**src/rtl/cpwm_deadtime_pkg.sv**
```systemverilog
package cpwm_deadtime_pkg;

    typedef enum logic [1:0] {
        OM_PORT  = 2'b00,
        OM_COMPL = 2'b01,
        OM_ALT2  = 2'b10,
        OM_ALT3  = 2'b11
    } out_mode_e;

    typedef struct packed {
        logic pos;
        logic neg;
    } out_pair_t;

    // Tick mask: low 'sel' bits set.
    function automatic logic [6:0] presc_mask(input logic [2:0] sel);
        logic [6:0] m;
        for (int i = 0; i < 7; i++) begin
            m[i] = (i < int'(sel));
        end
        return m;
    endfunction

endpackage

```
**src/rtl/cpwm_presc.sv**
```systemverilog
module cpwm_presc
    import cpwm_deadtime_pkg::*;
#(
    parameter int SEL_W = 2
) (
    input  logic             clk,
    input  logic             rst,
    input  logic [SEL_W-1:0] sel,
    output logic             tick
);
    localparam int CW = (1 << SEL_W) - 1;

    logic [CW-1:0] phase;
    logic [CW-1:0] mask;

    always_comb begin
        for (int i = 0; i < CW; i++) begin
            mask[i] = (i < int'(sel));
        end
    end

    always_ff @(posedge clk) begin
        if (rst) begin
            phase <= '0;
        end else begin
            phase <= phase + 1'b1;
        end
    end

    assign tick = ((phase & mask) == '0);

endmodule

```
**src/rtl/cpwm_gap_core.sv**
```systemverilog
module cpwm_gap_core
    import cpwm_deadtime_pkg::*;
#(
    parameter int GAP_W = 4
) (
    input  logic             clk,
    input  logic             rst,
    input  logic             wave,
    input  logic             dt_on,
    input  logic             tick,
    input  logic [GAP_W-1:0] gap_to_true,
    input  logic [GAP_W-1:0] gap_to_comp,
    output out_pair_t        oc
);
    logic             wave_q;
    logic [GAP_W-1:0] remain;
    logic [GAP_W-1:0] load_val;
    logic             edge_seen;

    assign edge_seen = (wave != wave_q);

    always_comb begin
        load_val = wave ? gap_to_true : gap_to_comp;
    end

    always_ff @(posedge clk) begin
        if (rst) begin
            wave_q <= 1'b0;
            remain <= '0;
            oc     <= '0;
        end else if (!dt_on) begin
            wave_q <= wave;
            remain <= '0;
            oc.pos <= wave;
            oc.neg <= ~wave;
        end else if (edge_seen) begin
            wave_q <= wave;
            remain <= load_val;
            if (load_val == '0) begin
                oc.pos <= wave;
                oc.neg <= ~wave;
            end else begin
                oc <= '0;
            end
        end else if (remain != '0) begin
            if (tick) begin
                remain <= remain - 1'b1;
                if (remain == GAP_W'(1)) begin
                    oc.pos <= wave_q;
                    oc.neg <= ~wave_q;
                end
            end
        end else begin
            oc.pos <= wave_q;
            oc.neg <= ~wave_q;
        end
    end

endmodule

```
**src/rtl/cpwm_pad_mux.sv**
```systemverilog
module cpwm_pad_mux
    import cpwm_deadtime_pkg::*;
#(
    parameter int NPADS = 2
) (
    input  logic [NPADS-1:0] src,
    input  logic [NPADS-1:0] dir,
    input  logic [1:0]       mode,
    output logic [NPADS-1:0] pad,
    output logic [NPADS-1:0] ovr
);
    for (genvar g = 0; g < NPADS; g++) begin : g_pad
        assign ovr[g] = (mode != OM_PORT);
        assign pad[g] = src[g] & ovr[g] & dir[g];
    end

endmodule

```
**src/rtl/cpwm_deadtime.sv**
```systemverilog
module cpwm_deadtime
    import cpwm_deadtime_pkg::*;
#(
    parameter int GAP_W = 4,
    parameter int SEL_W = 2
) (
    input  logic               clk,
    input  logic               rst,
    input  logic               wave_in,
    input  logic [1:0]         cmp_mode,
    input  logic               pwm_en,
    input  logic [SEL_W-1:0]   dt_presc,
    input  logic [2*GAP_W-1:0] dt_gap,
    input  logic               dir_true,
    input  logic               dir_comp,
    output logic               pad_true,
    output logic               pad_comp,
    output logic               ovr_true,
    output logic               ovr_comp
);
    logic      tick;
    logic      dt_on;
    out_pair_t oc;
    logic      oc_true;
    logic      oc_comp;
    logic [1:0] pads;
    logic [1:0] ovrs;

    assign dt_on   = pwm_en && (cmp_mode == OM_COMPL);
    assign oc_true = oc.pos;
    assign oc_comp = oc.neg;

    cpwm_presc #(.SEL_W(SEL_W)) u_presc (
        .clk  (clk),
        .rst  (rst),
        .sel  (dt_presc),
        .tick (tick)
    );

    cpwm_gap_core #(.GAP_W(GAP_W)) u_core (
        .clk         (clk),
        .rst         (rst),
        .wave        (wave_in),
        .dt_on       (dt_on),
        .tick        (tick),
        .gap_to_true (dt_gap[2*GAP_W-1:GAP_W]),
        .gap_to_comp (dt_gap[GAP_W-1:0]),
        .oc          (oc)
    );

    cpwm_pad_mux #(.NPADS(2)) u_mux (
        .src  ({oc_comp, oc_true}),
        .dir  ({dir_comp, dir_true}),
        .mode (cmp_mode),
        .pad  (pads),
        .ovr  (ovrs)
    );

    assign pad_true = pads[0];
    assign pad_comp = pads[1];
    assign ovr_true = ovrs[0];
    assign ovr_comp = ovrs[1];

endmodule

```
**config.mk**
```make
export PLATFORM = sky130hd
export DESIGN_NAME = cpwm_deadtime
export DESIGN_NICKNAME = d
export VERILOG_FILES = /design/src/rtl/cpwm_deadtime_pkg.sv /design/src/rtl/cpwm_presc.sv /design/src/rtl/cpwm_gap_core.sv /design/src/rtl/cpwm_pad_mux.sv /design/src/rtl/cpwm_deadtime.sv
export SDC_FILE = /design/constraint.sdc
export NUM_CORES = 1
export LEC_CHECK = 0
export ABC_CLOCK_PERIOD_IN_PS = 1640
export BUFFER_PORTS_ARGS = -buffer_cell sky130_fd_sc_hd__buf_2
export CORE_MARGIN = 4
export CORE_UTILIZATION = 30
export DETAILED_ROUTE_END_ITERATION = 12
export SYNTH_ARGS = -nofsm -noshare
export SYNTH_HDL_FRONTEND = slang
export SYNTH_HIERARCHICAL = 1
export SYNTH_SLANG_ARGS = --single-unit
```
**constraint.sdc**
```tcl
create_clock -name clk -period 1.64 [get_ports clk]
set_input_delay 0.164 -clock clk [delete_from_list [all_inputs] [get_ports clk]]
set_output_delay 0.164 -clock clk [all_outputs]
set_load 0.01 [all_outputs]
```
==> impl_metrics.tcl, run 1 <==
set metrics [dict create \
    status "finished clean" \
    cts_max_path_buffers 2 \
    synth_ff_type "dfxtp_1" \
    reg2regPathDepth 6 \
    syn_area_per_cell_sq_um 8.12 \
    relSlewSlack 0.756 \
    r2r_setup_slack_ns 0.04 \
    die_area_sq_um 2970 \
    hold_path_class "input pin to register" \
    htreeDepth 1 \
    setup_violations 0 \
    holdWs_ns 0.131 \
    n_antenna_cell 0 \
    async_reset_ff_frac 0 \
    critical_path_buf_inv_count 1 \
    crit_slowest_cell "or3b_4" \
    path_max_fanout 3 \
    ir_worst_vdd_v 0.000617 \
    drv_cap 0 \
    clk_latency_ns 0.27 \
    grt_busiest_layer "met2" \
    clock_skew_ns 0.00223 \
    slew_violations 0 \
    grt_pass1_vias 640 \
    met3_usage 0.0245 \
    setup-tns-final_ns 0 \
    drtIter0Drc 12 \
    worstSetupEndpointType "register" \
    num_vias 700 \
    rsz0062_at_grt "true" \
    cp.arrival_ns 1.81 \
    instances_no_fill 134 \
    finish.net_count 129 \
    drt_pass1_iterations 4 \
    io_pins 22 \
    overflow 0 \
    critPathLaunchType "register" \
    crit_type "register to register" \
    drt-total-wl_um 1710 \
    worstMarginPinSlew_ns 0.366 \
    rows 16 \
    cts.sinks 10 \
    drive_gt1_frac 0.421 \
    ant_nets 0 \
    port_buffers 21 \
    report.final.hold_viol_count 0 \
    ys_seq_area_frac 0.308 \
    min_period_ns 1.60 \
    ys_types 38 \
    dp.cells 128 \
    track_usage 0.128 \
    path_cells "inv_2 > ha_2 > or3b_4 > and3_4 > a2111o_1 > nand2_1" \
    numCtsBuffers 3 \
    post-route-period-util 0.974 \
    avgRoutedWirePerCell_um 12.8 \
    path_depth 6 \
    met2_usage 0.231 \
    hold_depth 3 \
    grt_use_met1 0.146 \
    p_per_area_nw_per_um2 701 \
    critPathRequiredTime_ns 1.85 \
    finish.utilization 0.441 \
    die_w_um 54.5 \
    syn_nets 101 \
    syn_area_sq_um 649 \
    root_buffer "clkbuf_4" \
    dp_hpwl_um 1330 \
    place_congestion 0.750 \
    synth_cells 80 \
    syn_to_final_growth_pct 35.8 \
    antenna_found_initial 0 \
    cts_tree "yes" \
    via_per_inst 5.22 \
    total_power_w 0.000618 \
    start_util 0.324 \
    power.leakage_nw 0.399 \
    ys_warn_count 6 \
    cp_top_family "simple AND/OR/NAND/NOR gates" \
    clkTransAtPathRegs_ns 0.07 \
    synth-edff-count 0 \
    die_h_um 54.5 \
    ys_ff_latch 10 \
    grt_max_degree 11 \
    max_freq_mhz 626 \
    slowest_delay_ns 0.38 \
    core_sq_um 2000 \
    grt_pass1_wl_um 2760 \
    drt_drc_violations_left 0 \
]
metrics by stage:
step | worst slack, ns | cell area, sq um
after detailed placement | 0.00246 | 796
after CTS | 0.0105 | 832
after global routing | 0.00535 | 882
after floorplan | 0.0494 | 649
final | 0.0429 | 882
after global placement | 0.0350 | 796
power by group:
part / total [W] / leakage [nW] / internal (W) / switching, W
clock network: 0.000227 / 0.0210 / 0.000135 / 0.0000924
logic: 0.000122 / 0.294 / 0.0000627 / 0.0000595
registers: 0.000269 / 0.0840 / 0.000256 / 0.0000125
total: 0.000618 / 0.399 / 0.000454 / 0.000164
sequential cells by signal (all words and copies together) (netlist names):
name           count
u_core/wave_q      1
u_presc/phase      3
u_core/oc          2
u_core/remain      4
placed cells by master, fill, tap and decap left out, types with 2 or more instances in the layout:
cell       n
a31oi_1    2
o21ai_0    2
a21o_1     2
o21ai_1    2
inv_1      2
inv_2      2
dfxtp_1    6
o211a_1    2
nor2_1     7
nand3_1    3
a22oi_1    2
clkbuf_4   3
dfxtp_2    4
buf_4      4
a21oi_1    4
nand2_1    6
buf_2     21
nand4_1    2
ha_1       2
or2_1      2
a21oi_2    2
nor3_1     2
cell families (layout without fill, tap and decap cells):
kind of cell | count (synthesis) | in the layout | share of synthesized area
AOI/OAI and AO/OA | 23 | 23 | 0.245
xor gates and xnor gates | 1 | 1 | 0.0135
adders and majority gates | 3 | 3 | 0.0578
buffers and inverters | 7 | 34 | 0.0462
DFF | 10 | 10 | 0.308
muxes | 1 | 1 | 0.0173
and+or+nand+nor | 35 | 35 | 0.312
layer usage:
| metal | share of wire | up-vias |
|---|---|---|
| met4 | 0.024 | 0 |
| met2 | 0.52 | 15 |
| met5 | 0 | - |
| met1 | 0.43 | 326 |
| li1 | - | 355 |
| met3 | 0.029 | 4 |
synthesized netlist by cell type, types with 2 or more instances:
master     n  area share
or2_1      2       0.019
nor2_1     7       0.040
a22oi_1    2       0.023
nand2_1    6       0.035
clkbuf_1   2       0.012
a21o_1     2       0.023
dfxtp_1   10        0.31
a31oi_1    2       0.019
a21oi_1    6       0.046
o21ai_1    2       0.015
nand3_1    3       0.023
o211a_1    2       0.031
inv_1      4       0.023
ha_1       3       0.058
nor3_1     2       0.015
nand4_1    2       0.019
o21ai_0    2       0.015
area by class of cell:
| cell class | instances | area, sq um |
|---|---|---|
| tap | 27 | 33.8 |
| clock buffer | 4 | 36.3 |
| inverter | 4 | 15.0 |
| sequential | 10 | 205 |
| multi-input combinational | 63 | 445 |
| fill | 204 | 1120 |
| timing repair buffer | 26 | 146 |
worst paths after layout:
kind,from,end
max,u_core/remain[0]$_SDFFE_PP0P_,u_core/remain[1]$_SDFFE_PP0P_
min,dt_gap[5],u_core/remain[1]$_SDFFE_PP0P_
max reg2reg,u_core/remain[0]$_SDFFE_PP0P_,u_core/remain[1]$_SDFFE_PP0P_
min reg2reg,u_presc/phase[0]$_SDFF_PP0_,u_presc/phase[0]$_SDFF_PP0_
tightest hold or removal path, stage by stage:
cell and delay, ns:
buf_2 0.08, a22oi_1 0.07, nand2_1 0.06
timing repair:
| action | CTS | global route |
|---|---|---|
| hold buffers | 0 | 0 |
| resized for setup | 1 | 12 |
| endpoints found under the hold margin | 0 | 0 |
| buffers inserted | 0 | 2 |
| endpoints found under the setup margin | 1 | 5 |
| pin swaps | 0 | 4 |
| gates cloned | 0 | 0 |
Note: power is estimated with default switching activity, not from simulation.
==> run 2, diff against run 1 <==
==> constraint.sdc (replaced) <==
create_clock -name clk -period 1.64 [get_ports clk]
set_input_delay 0.082 -clock clk [delete_from_list [all_inputs] [get_ports clk]]
set_output_delay 0.082 -clock clk [all_outputs]
set_load 0.01 [all_outputs]
==> run 2 against run 1 <==
Sequential power barely moved. Via count shrank 0.71%. Fmax barely moved. Flip-flop and latch count did not move. First-iteration DRC count grew 42%. Clock power fell by 3%. Worst setup slack lost 0.0015 ns. Critical path type unchanged. Critical endpoint unchanged. Highest routed layer unchanged.
==> impl_metrics.tcl, run 2 (synthesis results as in run 1) <==
set metrics [dict create \
    status "finished clean" \
    n_antenna_cell 0 \
    antenna_found_initial 0 \
    crit_type "register to register" \
    layout_commonest_cell "buf_2" \
    drv_cap 0 \
    post-route-period-util 0.975 \
    grt_pass1_wl_um 2440 \
    clock_skew_ns 0.00105 \
    reg2regPathDepth 6 \
    io_pins 22 \
    critPathLaunchType "register" \
    clkTransAtPathRegs_ns 0.07 \
    total_power_w 0.000606 \
    htreeDepth 1 \
    ir_worst_vdd_v 0.000369 \
    worstSetupEndpointType "register" \
    cp.arrival_ns 1.80 \
    grt_pass1_vias 572 \
    top_register "u_core/remain" \
    multiInputGateArea_sq_um 442 \
    relSlewSlack 0.768 \
    cts.sinks 10 \
    cp_top_family "simple AND/OR/NAND/NOR gates" \
    r2r-start "u_core/remain[0]$_SDFFE_PP0P_" \
    combPwrFrac 0.193 \
    fin_ws_ns 0.0414 \
    internal_power_w 0.000451 \
    setup-tns-final_ns 0 \
    crit_slowest_cell "or3b_4" \
    die_h_um 54.5 \
    clk_latency_ns 0.26 \
    hold_path.startpoint "rst" \
    dp.cells 128 \
    dp_hpwl_um 1250 \
    fillerInstances 205 \
    start_util 0.324 \
    worstMarginPinSlew_ns 0.346 \
    post_cts_buffers 0 \
    pwr-share-seq 0.443 \
    die_w_um 54.5 \
    instances_no_fill 132 \
    drive_gt1_frac 0.390 \
    p_per_area_nw_per_um2 703 \
    syn_to_final_growth_pct 32.8 \
    via_per_inst 5.27 \
    p_sw_frac 0.256 \
    critical_path_buf_inv_count 1 \
    grt_max_degree 11 \
    setup_violations 0 \
    slowest_delay_ns 0.39 \
    place_congestion 0.747 \
    critPathRequiredTime_ns 1.84 \
    finish.utilization 0.431 \
    path_cells "inv_2 > ha_2 > or3b_4 > and3_4 > a2111o_1 > nand2_1" \
    cts_tree "yes" \
    p_clk_frac 0.364 \
    root_buffer "clkbuf_4" \
    slew_violations 0 \
    track_usage 0.110 \
    drt_pass1_iterations 4 \
    cts_max_path_buffers 2 \
    netSwitchingPower_w 0.000155 \
    register_area_sq_um 204 \
    rows 16 \
    timing.rr.end "u_core/remain[1]$_SDFFE_PP0P_" \
    place_worst_setup_slack_ns 0.0361 \
    hold_depth 2 \
    ant_nets 0 \
    num_vias 695 \
    drtIter0Drc 17 \
    die_area_sq_um 2970 \
    overflow 0 \
    power.leakage_nw 0.388 \
    finish.net_count 127 \
    numCtsBuffers 3 \
    avgRoutedWirePerCell_um 11.9 \
    path_max_fanout 4 \
    final_cell_mix "21 x buf_2, 7 x nor2_1, 7 x dfxtp_1, 6 x nand2_1, 5 x a21oi_1" \
    min_period_ns 1.60 \
    hold_path_class "input pin to register" \
    largestRegisters "u_core/remain: 4 flops, u_presc/phase: 3 flops, u_core/oc: 2 flops" \
    drt-total-wl_um 1580 \
    report.final.hold_viol_count 0 \
    r2r_setup_slack_ns 0.04 \
    drt_drc_violations_left 0 \
    max_freq_mhz 626 \
    holdPathEnd "u_presc/phase[0]$_SDFF_PP0_" \
    core_sq_um 2000 \
    port_buffers 21 \
    largest_reg_flops 4 \
    rsz0062_at_grt "true" \
]
==> run 2: changes by cell type in the layout (fill, tap and decap cells not counted) <==
cell,delta
dfxtp_2,-1
a21oi_2,-1
a21oi_1,+1
dfxtp_1,+1
buf_4,-2
==> run 2: how the worst max path moves through the flow <==
| stage | from | endpoint | cells past startpoint |
|---|---|---|---|
| 3_5_place_dp | u_core/remain[0]$_SDFFE_PP0P_ | u_core/remain[1]$_SDFFE_PP0P_ | 6 |
| 5_1_grt | u_core/remain[0]$_SDFFE_PP0P_ | u_core/remain[1]$_SDFFE_PP0P_ | 6 |
| 2_1_floorplan | u_core/remain[0]$_SDFFE_PP0P_ | u_core/remain[1]$_SDFFE_PP0P_ | 6 |
| 4_1_cts | u_core/remain[0]$_SDFFE_PP0P_ | u_core/remain[1]$_SDFFE_PP0P_ | 6 |
| 6_report | u_core/remain[0]$_SDFFE_PP0P_ | u_core/remain[1]$_SDFFE_PP0P_ | 6 |
| 3_3_place_gp | u_core/remain[0]$_SDFFE_PP0P_ | u_core/remain[1]$_SDFFE_PP0P_ | 6 |
==> run 2: worst reg2reg max path, stage by stage, from the launching register on <==
cell      delay, ns
dfxtp_2        0.34
inv_2          0.07
ha_2           0.17
or3b_4         0.39
and3_4         0.19
a2111o_1       0.33
nand2_1        0.05
==> run 2: power by group through the flow <==
stage,clock network (W),registers [W],logic [W]
finish,0.000221,0.000268,0.000117
global route,0.000237,0.000270,0.000131
floorplan,0,0.000268,0.0000659
detailed placement,0,0.000272,0.000110
global placement,0,0.000271,0.000108
CTS,0.000225,0.000266,0.000110
==> run 2: layout make-up <==
cell class	count	area share
multi-input cells	63	0.512
well taps	27	0.0392
flip-flops and latches	10	0.237
repair buffers	24	0.152
clock buffers	4	0.0421
inverters	4	0.0174
==> run 2: metrics by stage <==
stage	instance area (sq um)	hold WS (ns)
finish	862	0.0587
global route	862	0.0623
CTS	832	0.0564
detailed placement	796	0.330
global placement	796	0.330
floorplan	649	0.149
==> run 2: per-layer routing <==
metal  track usage  up-vias  wire length (um)
li1              -      351                 -
met1         0.131      322               686
met2         0.193       20               812
met3        0.0163        2                69
met4        0.0498        0                 6
met5             0        -                 0
==> run 2: what timing repair did <==
action / CTS / global route
hold buffers: 0 / 0
setup endpoints to repair: 0 / 5
resized for setup: 0 / 11
hold endpoints to repair: 0 / 0
==> run 3, diff against run 2 <==
- ABC_CLOCK_PERIOD_IN_PS: 1640 -> 1400
- CORE_UTILIZATION: 30 -> 43
- PLACE_DENSITY: not set -> 0.73
- clock period: 1.64 -> 1.4 ns (I/O delays scaled with it)
==> run 3 against run 2 <==
The flow now finishes with violations (setup timing). Global-route usage rose by 7.5 points. Core utilization rose by 30 points. Clock skew rose by 0.00089 ns. Clock power rose by 22%. Flip-flop and latch count did not move. Final cell count did not move. Final area rose by 15%. Worst setup slack got worse by 0.15 ns. Register-to-register slack got worse by 0.15 ns. Clock-buffer cell count did not move. Sequential power rose by 16%. Critical endpoint unchanged. Highest routed layer unchanged.
==> impl_metrics.tcl, run 3 (synthesis results as in run 1) <==
set metrics [dict create \
    hold_path.startpoint "rst" \
    netSwitchingPower_w 0.000205 \
    multiInputGateArea_sq_um 495 \
    avgRoutedWirePerCell_um 13.5 \
    syn_to_final_growth_pct 52.8 \
    start_util 0.475 \
    hold_path_class "input pin to register" \
    relSlewSlack 0.835 \
    die_h_um 46.9 \
    antenna_found_initial 0 \
    top_register "u_core/remain" \
    cp.arrival_ns 1.73 \
    post-route-period-util 1.08 \
    place_congestion 0.790 \
    numCtsBuffers 3 \
    holdWs_ns 0.0340 \
    dp_hpwl_um 1390 \
    num_vias 752 \
    worstSetupEndpointType "register" \
    setup_violations 6 \
    worstMarginPinSlew_ns 0.245 \
    clkTransAtPathRegs_ns 0.07 \
    layout_commonest_cell "buf_2" \
    largestRegisters "u_core/remain: 4 flops, u_presc/phase: 3 flops, u_core/oc: 2 flops" \
    place_area_sq_um 862 \
    core_sq_um 1370 \
    ant_nets 0 \
    final_cell_area_sq_um 992 \
    drt_pass1_iterations 4 \
    instances_no_fill 132 \
    drt_drc_violations_left 0 \
    clock_skew_ns 0.00194 \
    power.leakage_nw 0.467 \
    drt-total-wl_um 1780 \
    p_clk_frac 0.357 \
    via_per_inst 5.70 \
    register_area_sq_um 205 \
    drive_gt1_frac 0.496 \
    total_power_w 0.000757 \
    pwr-share-seq 0.411 \
    root_buffer "clkbuf_4" \
    htreeDepth 1 \
    final_cell_mix "21 x buf_2, 14 x buf_4, 7 x nor2_1, 6 x nand2_1, 6 x dfxtp_1" \
    grt_max_degree 11 \
    io_pins 22 \
    p_sw_frac 0.270 \
    drv_cap 0 \
    violations "setup timing" \
    critPathRequiredTime_ns 1.62 \
    rsz0062_at_grt "true" \
    slew_violations 0 \
    fillerInstances 110 \
    cts_tree "yes" \
    r2r-start "u_core/remain[0]$_SDFFE_PP0P_" \
    crit_type "register to register" \
    grt_pass1_wl_um 2830 \
    port_buffers 21 \
    combPwrFrac 0.232 \
    grt_pass1_vias 646 \
    min_period_ns 1.51 \
    hold_depth 2 \
    max_freq_mhz 662 \
    cts_max_path_buffers 2 \
    cts_hold_buf 0 \
    ir_worst_vdd_v 0.000799 \
    cts.sinks 10 \
    n_antenna_cell 0 \
    status "finished with violations" \
    largest_reg_flops 4 \
    timing.rr.end "u_core/remain[1]$_SDFFE_PP0P_" \
    path_max_fanout 4 \
    track_usage 0.185 \
    overflow 0 \
    clk_latency_ns 0.27 \
    drtIter0Drc 30 \
    dp.cells 124 \
    rows 13 \
    finish.net_count 139 \
    internal_power_w 0.000552 \
    die_w_um 46.9 \
    p_per_area_nw_per_um2 763 \
    report.final.hold_viol_count 0 \
    fin_ws_ns -0.111 \
    die_area_sq_um 2200 \
    critPathLaunchType "register" \
    reg2regPathDepth 6 \
    holdPathEnd "u_presc/phase[0]$_SDFF_PP0_" \
    r2r_setup_slack_ns -0.11 \
]
==> run 3: how the worst max path moves through the flow <==
stage,start,endpoint,cells past startpoint
global route,u_presc/phase[1]$_SDFF_PP0_,u_core/remain[3]$_SDFFE_PP0P_,6
floorplan,u_presc/phase[1]$_SDFF_PP0_,u_core/remain[3]$_SDFFE_PP0P_,6
finish,u_core/remain[0]$_SDFFE_PP0P_,u_core/remain[1]$_SDFFE_PP0P_,6
CTS,u_core/remain[0]$_SDFFE_PP0P_,u_core/remain[1]$_SDFFE_PP0P_,6
global placement,u_presc/phase[1]$_SDFF_PP0_,u_core/remain[3]$_SDFFE_PP0P_,6
detailed placement,u_presc/phase[1]$_SDFF_PP0_,u_core/remain[3]$_SDFFE_PP0P_,6
==> run 3: timing repair <==
action | in CTS | in global routing
pin swaps | 5 | 6
resized for setup | 10 | 4
endpoints found under the setup margin | 6 | 6
setup buffers | 3 | 1
==> run 3: layout make-up <==
type,instances,share of cell area
timing repair buffer,36,0.223
inverter,4,0.0151
sequential,10,0.207
multi-input combinational,63,0.499
clock buffer,4,0.0366
tap,15,0.0189
==> run 3: critical path, stage by stage, from the launching register on <==
cell,delay (ns)
dfxtp_2,0.32
inv_2,0.07
ha_4,0.13
or3b_4,0.39
and3_4,0.16
a2111o_1,0.33
nand2_1,0.05
==> run 3: through the flow <==
step / utilization / setup WS [ns] / TNS [ns]
final: 0.726 / -0.111 / -0.487
after CTS: 0.706 / -0.114 / -0.386
after global routing: 0.726 / -0.170 / -0.891
after global placement: 0.631 / -0.180 / -0.667
after detailed placement: 0.631 / -0.243 / -0.905
after floorplan: - / -0.104 / -0.242
==> run 3: power by group through the flow <==
stage	clock [W]	sequential, W	combinational (W)
4_1_cts	0.000280	0.000311	0.000163
3_3_place_gp	0	0.000314	0.000138
2_1_floorplan	0	0.000314	0.0000796
5_1_grt	0.000291	0.000313	0.000192
6_report	0.000270	0.000311	0.000175
3_5_place_dp	0	0.000315	0.000143
==> run 3: layer usage <==
metal	vias to the layer above	GRT usage	share of wire
met3	2	0.0575	0.083
li1	374	-	-
met4	0	0.0663	0.0084
met2	31	0.309	0.50
met1	345	0.224	0.41
met5	-	0	0
